===== src/rtl/aud_tx_pkg.sv =====
package aud_tx_pkg;
  localparam int SAMPLE_W   = 24;
  localparam int SLOT_BITS  = 32;
  localparam int FRAME_BITS = 2 * SLOT_BITS;
  localparam int PAIR_W     = 2 * SAMPLE_W;
  localparam int DIV_W      = 4;

  // half bit-clock period in master ticks
  function automatic logic [DIV_W-1:0] half_ratio(input logic [3:0] code);
    case (code)
      4'd2:    return DIV_W'(2);
      4'd4:    return DIV_W'(4);
      4'd6:    return DIV_W'(6);
      default: return DIV_W'(1);
    endcase
  endfunction

  function automatic logic [SLOT_BITS-1:0] place_sample(input logic [1:0] wcode,
                                                         input logic msb,
                                                         input logic [SAMPLE_W-1:0] s);
    logic [SLOT_BITS-1:0] r;
    case (wcode)
      2'd2:    r = msb ? {s[19:0], 12'b0} : {12'b0, s[19:0]};
      2'd3:    r = msb ? {s[23:0], 8'b0}  : {8'b0, s[23:0]};
      default: r = {s[15:0], 16'b0};
    endcase
    return r;
  endfunction
endpackage


===== src/rtl/aud_tx_clkgen.sv =====
module aud_tx_clkgen
  import aud_tx_pkg::*;
(
  input  logic       clk_i,
  input  logic       rst_ni,
  input  logic       mck0_tick_i,
  input  logic       mck1_tick_i,
  input  logic       mck_sel_i,
  input  logic [3:0] div_code_i,
  output logic       bclk_o,
  output logic       wclk_o,
  output logic       bit_stb_o,
  output logic       frame_stb_o
);
  localparam int BIT_CNT_W = $clog2(FRAME_BITS);

  logic                 tick;
  logic [DIV_W-1:0]     half, last, cnt_q, cnt_d;
  logic                 wrap, bclk_q;
  logic [BIT_CNT_W-1:0] bit_cnt_q;

  assign tick  = mck_sel_i ? mck1_tick_i : mck0_tick_i;
  assign half  = half_ratio(div_code_i);
  assign last  = (half << 1) - DIV_W'(1);
  // >= keeps the counter bounded if the code shrinks mid-period
  assign wrap  = (cnt_q >= last);
  assign cnt_d = wrap ? '0 : cnt_q + DIV_W'(1);

  always_ff @(posedge clk_i or negedge rst_ni) begin
    if (!rst_ni) begin
      cnt_q  <= '0;
      bclk_q <= 1'b0;
    end else if (tick) begin
      cnt_q  <= cnt_d;
      bclk_q <= (cnt_d >= half);
    end
  end

  assign bit_stb_o   = tick & wrap;
  assign frame_stb_o = bit_stb_o & (bit_cnt_q == '1);

  always_ff @(posedge clk_i or negedge rst_ni) begin
    if (!rst_ni)        bit_cnt_q <= '0;
    else if (bit_stb_o) bit_cnt_q <= bit_cnt_q + BIT_CNT_W'(1);
  end

  assign bclk_o = bclk_q;
  assign wclk_o = bit_cnt_q[BIT_CNT_W-1];


  bclk_fall_chk: assert property (@(posedge clk_i) disable iff (!rst_ni)
    bit_stb_o |=> !bclk_o);

  wclk_hold_chk: assert property (@(posedge clk_i) disable iff (!rst_ni)
    !bit_stb_o |=> $stable(wclk_o));
endmodule


===== src/rtl/aud_tx_fifo.sv =====
module aud_tx_fifo #(
  parameter int W     = 48,
  parameter int DEPTH = 4
) (
  input  logic         clk_i,
  input  logic         rst_ni,
  input  logic         flush_i,
  input  logic         wr_valid_i,
  output logic         wr_ready_o,
  input  logic [W-1:0] wr_data_i,
  input  logic         rd_en_i,
  output logic [W-1:0] rd_data_o,
  output logic         empty_o
);
  localparam int PTR_W = (DEPTH > 1) ? $clog2(DEPTH) : 1;
  localparam int CNT_W = $clog2(DEPTH + 1);

  logic [W-1:0]     mem_q [DEPTH];
  logic [PTR_W-1:0] wr_ptr_q, rd_ptr_q;
  logic [CNT_W-1:0] count_q;
  logic             push, pop;

  assign wr_ready_o = (count_q != CNT_W'(DEPTH));
  assign empty_o    = (count_q == '0);
  assign push       = wr_valid_i & wr_ready_o & ~flush_i;
  assign pop        = rd_en_i & ~empty_o & ~flush_i;
  assign rd_data_o  = mem_q[rd_ptr_q];

  function automatic logic [PTR_W-1:0] ptr_inc(input logic [PTR_W-1:0] p);
    return (p == PTR_W'(DEPTH - 1)) ? '0 : p + PTR_W'(1);
  endfunction

  always_ff @(posedge clk_i or negedge rst_ni) begin
    if (!rst_ni) begin
      wr_ptr_q <= '0;
      rd_ptr_q <= '0;
      count_q  <= '0;
    end else if (flush_i) begin
      wr_ptr_q <= '0;
      rd_ptr_q <= '0;
      count_q  <= '0;
    end else begin
      if (push) wr_ptr_q <= ptr_inc(wr_ptr_q);
      if (pop)  rd_ptr_q <= ptr_inc(rd_ptr_q);
      case ({push, pop})
        2'b10:   count_q <= count_q + CNT_W'(1);
        2'b01:   count_q <= count_q - CNT_W'(1);
        default: count_q <= count_q;
      endcase
    end
  end

  always_ff @(posedge clk_i) begin
    if (push) mem_q[wr_ptr_q] <= wr_data_i;
  end


  count_bound_chk: assert property (@(posedge clk_i) disable iff (!rst_ni)
    count_q <= CNT_W'(DEPTH));

  flush_empty_chk: assert property (@(posedge clk_i) disable iff (!rst_ni)
    flush_i |=> empty_o);
endmodule


===== src/rtl/aud_tx_lane.sv =====
module aud_tx_lane
  import aud_tx_pkg::*;
#(
  parameter int FIFO_DEPTH = 4
) (
  input  logic                clk_i,
  input  logic                rst_ni,
  input  logic                en_i,
  input  logic                bit_stb_i,
  input  logic                frame_stb_i,
  input  logic [1:0]          width_code_i,
  input  logic                msb_side_i,
  input  logic                buf_rst_i,
  input  logic                s_valid_i,
  input  logic [SAMPLE_W-1:0] s_left_i,
  input  logic [SAMPLE_W-1:0] s_right_i,
  output logic                s_ready_o,
  output logic                sdata_o,
  output logic                run_o,
  output logic                underrun_o
);
  logic [PAIR_W-1:0]     rd_pair;
  logic                  empty, pop;
  logic [FRAME_BITS-1:0] frame_q;
  logic                  run_q, underrun_q;

  aud_tx_fifo #(.W(PAIR_W), .DEPTH(FIFO_DEPTH)) u_fifo (
    .clk_i      (clk_i),
    .rst_ni     (rst_ni),
    .flush_i    (buf_rst_i),
    .wr_valid_i (s_valid_i),
    .wr_ready_o (s_ready_o),
    .wr_data_i  ({s_left_i, s_right_i}),
    .rd_en_i    (pop),
    .rd_data_o  (rd_pair),
    .empty_o    (empty)
  );

  assign pop = frame_stb_i & en_i & ~empty & ~buf_rst_i;

  always_ff @(posedge clk_i or negedge rst_ni) begin
    if (!rst_ni) begin
      frame_q <= '0;
      run_q   <= 1'b0;
    end else if (frame_stb_i) begin
      run_q   <= en_i;
      frame_q <= pop ? {place_sample(width_code_i, msb_side_i, rd_pair[PAIR_W-1:SAMPLE_W]),
                        place_sample(width_code_i, msb_side_i, rd_pair[SAMPLE_W-1:0])}
                     : '0;
    end else if (bit_stb_i) begin
      frame_q <= {frame_q[FRAME_BITS-2:0], 1'b0};
    end
  end

  always_ff @(posedge clk_i or negedge rst_ni) begin
    if (!rst_ni)                         underrun_q <= 1'b0;
    else if (buf_rst_i)                  underrun_q <= 1'b0;
    else if (frame_stb_i & en_i & empty) underrun_q <= 1'b1;
  end

  assign sdata_o    = run_q & frame_q[FRAME_BITS-1];
  assign run_o      = run_q;
  assign underrun_o = underrun_q;


  run_on_frame_chk: assert property (@(posedge clk_i) disable iff (!rst_ni)
    !frame_stb_i |=> $stable(run_o));

  idle_quiet_chk: assert property (@(posedge clk_i) disable iff (!rst_ni)
    !run_o |-> !sdata_o);

  underrun_sticky_chk: assert property (@(posedge clk_i) disable iff (!rst_ni)
    (underrun_o && !buf_rst_i) |=> underrun_o);
endmodule


===== src/rtl/aud_tx.sv =====
module aud_tx
  import aud_tx_pkg::*;
#(
  parameter int NUM_LANES  = 4,
  parameter int FIFO_DEPTH = 4
) (
  input  logic                          clk_i,
  input  logic                          rst_ni,
  input  logic                          mck0_tick_i,
  input  logic                          mck1_tick_i,
  input  logic                          mck_sel_i,
  input  logic [3:0]                    div_code_i,
  input  logic [1:0]                    width_code_i,
  input  logic                          msb_side_i,
  input  logic [NUM_LANES-1:0]          lane_en_i,
  input  logic                          buf_rst_i,
  input  logic [NUM_LANES-1:0]          s_valid_i,
  input  logic [NUM_LANES*SAMPLE_W-1:0] s_left_i,
  input  logic [NUM_LANES*SAMPLE_W-1:0] s_right_i,
  output logic [NUM_LANES-1:0]          s_ready_o,
  output logic                          bclk_o,
  output logic                          wclk_o,
  output logic [NUM_LANES-1:0]          sdata_o,
  output logic [NUM_LANES-1:0]          run_o,
  output logic [NUM_LANES-1:0]          underrun_o
);
  logic bit_stb, frame_stb;

  aud_tx_clkgen u_clkgen (
    .clk_i       (clk_i),
    .rst_ni      (rst_ni),
    .mck0_tick_i (mck0_tick_i),
    .mck1_tick_i (mck1_tick_i),
    .mck_sel_i   (mck_sel_i),
    .div_code_i  (div_code_i),
    .bclk_o      (bclk_o),
    .wclk_o      (wclk_o),
    .bit_stb_o   (bit_stb),
    .frame_stb_o (frame_stb)
  );

  for (genvar n = 0; n < NUM_LANES; n++) begin : g_lane
    aud_tx_lane #(.FIFO_DEPTH(FIFO_DEPTH)) u_lane (
      .clk_i        (clk_i),
      .rst_ni       (rst_ni),
      .en_i         (lane_en_i[n]),
      .bit_stb_i    (bit_stb),
      .frame_stb_i  (frame_stb),
      .width_code_i (width_code_i),
      .msb_side_i   (msb_side_i),
      .buf_rst_i    (buf_rst_i),
      .s_valid_i    (s_valid_i[n]),
      .s_left_i     (s_left_i[n*SAMPLE_W +: SAMPLE_W]),
      .s_right_i    (s_right_i[n*SAMPLE_W +: SAMPLE_W]),
      .s_ready_o    (s_ready_o[n]),
      .sdata_o      (sdata_o[n]),
      .run_o        (run_o[n]),
      .underrun_o   (underrun_o[n])
    );
  end


  lanes_lockstep_chk: assert property (@(posedge clk_i) disable iff (!rst_ni)
    $rose(run_o[0]) |-> $fell(wclk_o));
endmodule


===== config.mk =====
export PLATFORM = sky130hd
export DESIGN_NAME = aud_tx
export DESIGN_NICKNAME = d
export VERILOG_FILES = /design/src/rtl/aud_tx_pkg.sv /design/src/rtl/aud_tx_clkgen.sv /design/src/rtl/aud_tx_fifo.sv /design/src/rtl/aud_tx_lane.sv /design/src/rtl/aud_tx.sv
export SDC_FILE = /design/constraint.sdc
export NUM_CORES = 2
export LEC_CHECK = 0
export ABC_CLOCK_PERIOD_IN_PS = 3050
export BUFFER_PORTS_ARGS = -buffer_cell sky130_fd_sc_hd__buf_2
export CAP_MARGIN = 20
export CORE_MARGIN = 2
export CORE_UTILIZATION = 50
export CTS_BUF_LIST = sky130_fd_sc_hd__clkbuf_4
export CTS_CLUSTER_SIZE = 14
export DETAILED_ROUTE_END_ITERATION = 10
export PLACE_DENSITY = 0.67
export SLEW_MARGIN = 15
export SYNTH_ARGS = -nofsm -noshare
export SYNTH_HDL_FRONTEND = slang
export SYNTH_SLANG_ARGS = --single-unit

===== constraint.sdc =====
create_clock -name clk_i -period 3.05 [get_ports clk_i]
set_input_delay 0.61 -clock clk_i [delete_from_list [all_inputs] [get_ports clk_i]]
set_output_delay 0.61 -clock clk_i [all_outputs]
set_load 0.005 [all_outputs]

==> results.yml <==
drt:
  vias: 33000
  wirelength_um: 127000
  vias_per_cell: 5.91
  firstDrtPassIters: 6
  drc: 0
  drtIter0Drc: 3803
  detail-route-antenna-nets: 0
  routedWlPerCell_um: 22.7
worst_hold_path:
  min-delay-path-class: "in2async"
synthesis:
  syn_area_um2: 48000
  syn_area_per_cell_um2: 13.9
  synthCells: 3447
  synth.top_cell.area_share_pct: 48.1
  synthFlopType: "edfxtp_1"
  synth_edf_count: 768
  synth_nets: 3692
  synth_cell_type_count: 60
  async_flop_share_pct: 28.3
  yosysSeqAreaShare_pct: 63.9
  synth_warnings: 0
  ys_seq_elements: 1071
  synth_top_area_cell: "edfxtp_1"
  synthTopCellsByArea: "edfxtp_1, dfrtp_1, mux4_2"
sta:
  worst_pin_slew_ps: 1120
  finalCritPeriodShare_pct: 96.7
  final-hold-violation-count: 0
  fin_crit_ps: 2950
  clock.fmax_mhz: 339
  rsz0062_at_grt: "false"
  whs_ps: 67.3
  slew_viol_final: 0
  setup_ws_ps: 101
  setup_viol: 0
  skew_ps: 92.4
  fin_setup_tns_ps: 0
  worst_slew_margin_rel_pct: 25.3
grt:
  grt_pass1_wl_um: 195000
  grt_use_total_pct: 25.8
  grt_overflow: 0
  antenna_found_initial: 8
  grt_pass1_vias: 33400
  grt_max_degree: 83
critical_path:
  crit_path_end_kind: "output port"
  cp-start-kind: "register"
  regToRegSetupSlack_ps: 410
  cp.required_ps: 2440
  r2r_cells: 9
  crit_type: "reg2out"
  worstPathArrival_ps: 2340
  cp_max_fo: 5
floorplanning:
  core.rowCount: 113
  start_util_pct: 50.5
  die-area_um2: 98400
  die_h_um: 314
  io_pins: 231
  core-area_um2: 95000
  die_w_um: 314
clock_network:
  cts_made_buffers: 303
  clk_path_buf_depth: 4
  cts-htree-levels: 5
  clkLatencyLatePin_ps: 1190
  cts.sinks: 1071
  root_buffer: "clkbuf_4"
  clkTransAtPathRegs_ps: 70
  cts_tree: "done"
placement:
  place_congestion: 0.883
  dp_hpwl_um: 82300
  placed_cell_area_um2: 51700
  io_buffers: 230
  place_ws_ps: -173
layout:
  final_cell_mix: "edfxtp_1, clkbuf_4, nor2_1, dfrtp_1, nand2_1"
  utilization_pct: 60.6
  areaGrowthSynthToFinish_pct: 20.0
  design_area_um2: 57500
  nNetsFinal: 4354
  layout-drive-gt1-share_pct: 30.3
  layout_commonest_cell: "edfxtp_1"
power_and_ir_drop:
  leakagePower_nw: 21.2
  p_per_area_nw_per_um2: 644
  irDropWorstVdd_mv: 0.360
run_status:
  status: "finished clean"
job:
  drv_cap: 0
## worst max-delay path, cell delays in order (launching register included)
cell and delay (ps):
dfrtp_1 400, or3b_2 510, buf_6 160, buf_2 120
## synth_stat cells, types with 28 or more instances
cell type and n:
a21oi_1 83, nor2_1 322, buf_1 28, mux2i_1 75
a22oi_1 61, a221oi_1 149, nand3_1 162, buf_2 80
mux2_2 160, nand2_1 298, edfxtp_1 768, ha_1 28
inv_1 59, mux4_2 189, o22ai_1 120, and4_1 38
clkbuf_1 149, o21ai_0 152, dfrtp_1 303
## stage by stage
| step | instances | total power [mW] |
|---|---|---|
| after floorplan | 3447 | 21.9 |
| after global placement | 4858 | 24.1 |
| after detailed placement | 4858 | 24.2 |
| after CTS | 5581 | 37.3 |
| after global routing | 5584 | 39.0 |
| final | 5584 | 37.0 |
## final timing paths
| kind | from | to |
|---|---|---|
| max reg2reg | u_clkgen.bit_cnt_q[0] | g_lane[2].u_lane.u_fifo.count_q[2] |
| min reg2reg | g_lane[3].u_lane.frame_q[35] | g_lane[3].u_lane.frame_q[35] |
| max | g_lane[1].u_lane.u_fifo.count_q[1] | s_ready_o[1] |
| max in group asynchronous | rst_ni | g_lane[1].u_lane.frame_q[49] |
| min in group clk_i | div_code_i[1] | u_clkgen.bclk_o |
| min | rst_ni | g_lane[3].u_lane.frame_q[14] |
## logic make-up after synthesis
logic type,Yosys count,share of synthesized area (%)
AO/OA/AOI/OAI,641,8.95
AND/OR/NAND/NOR,929,8.82
XOR/XNOR,9,0.164
buffers and inverters,340,3.04
multiplexers,425,14.2
flip-flops,1071,63.9
adder cells (fa/ha/maj),32,0.897
## area by class of cell
type                            instances  area [µm²]
Clock inverter                         63         333
Timing Repair Buffer                  636        5380
Tap cell                             1265        1580
Antenna cell                            3        7.51
Multi-Input combinational cell       2036       16000
Fill cell                            7413       37500
Inverter                               61         231
Clock buffer                          449        3370
Sequential cell                      1071       30700
## per-layer routing
metal / global-route usage, % / routed length (µm)
met1: 37.2 / 55400
met5: 0 / 24
met2: 39.1 / 58500
met4: 8.66 / 2710
met3: 5.84 / 10000
## sequential cells by signal, indices dropped and copies added (netlist names)
signal / cells
g_lane.u_lane.u_fifo.count_q: 12
u_clkgen.cnt_q: 4
u_clkgen.bit_cnt_q: 6
g_lane.u_lane.u_fifo.wr_ptr_q: 8
g_lane.u_lane.u_fifo.mem_q: 768
g_lane.u_lane.u_fifo.rd_ptr_q: 8
g_lane.u_lane.run_o: 4
g_lane.u_lane.frame_q: 256
g_lane.u_lane.underrun_o: 4
u_clkgen.bclk_o: 1
## where the power goes
part / leakage (nW) / switching [mW] / internal [mW]
clock network: 2.24 / 5.83 / 6.95
logic: 8.42 / 3.63 / 2.52
registers: 10.5 / 0.858 / 17.3
total: 21.2 / 10.3 / 26.7
## timing repair
| action | in CTS | in global routing |
|---|---|---|
| buffers inserted | 4 | 0 |
| endpoints found under the hold margin | 1078 | 0 |
| gates resized for setup | 2 | 0 |
| endpoints found under the setup margin | 3 | 0 |
| hold buffers | 207 | 0 |
(Power assumes the default switching activity.)
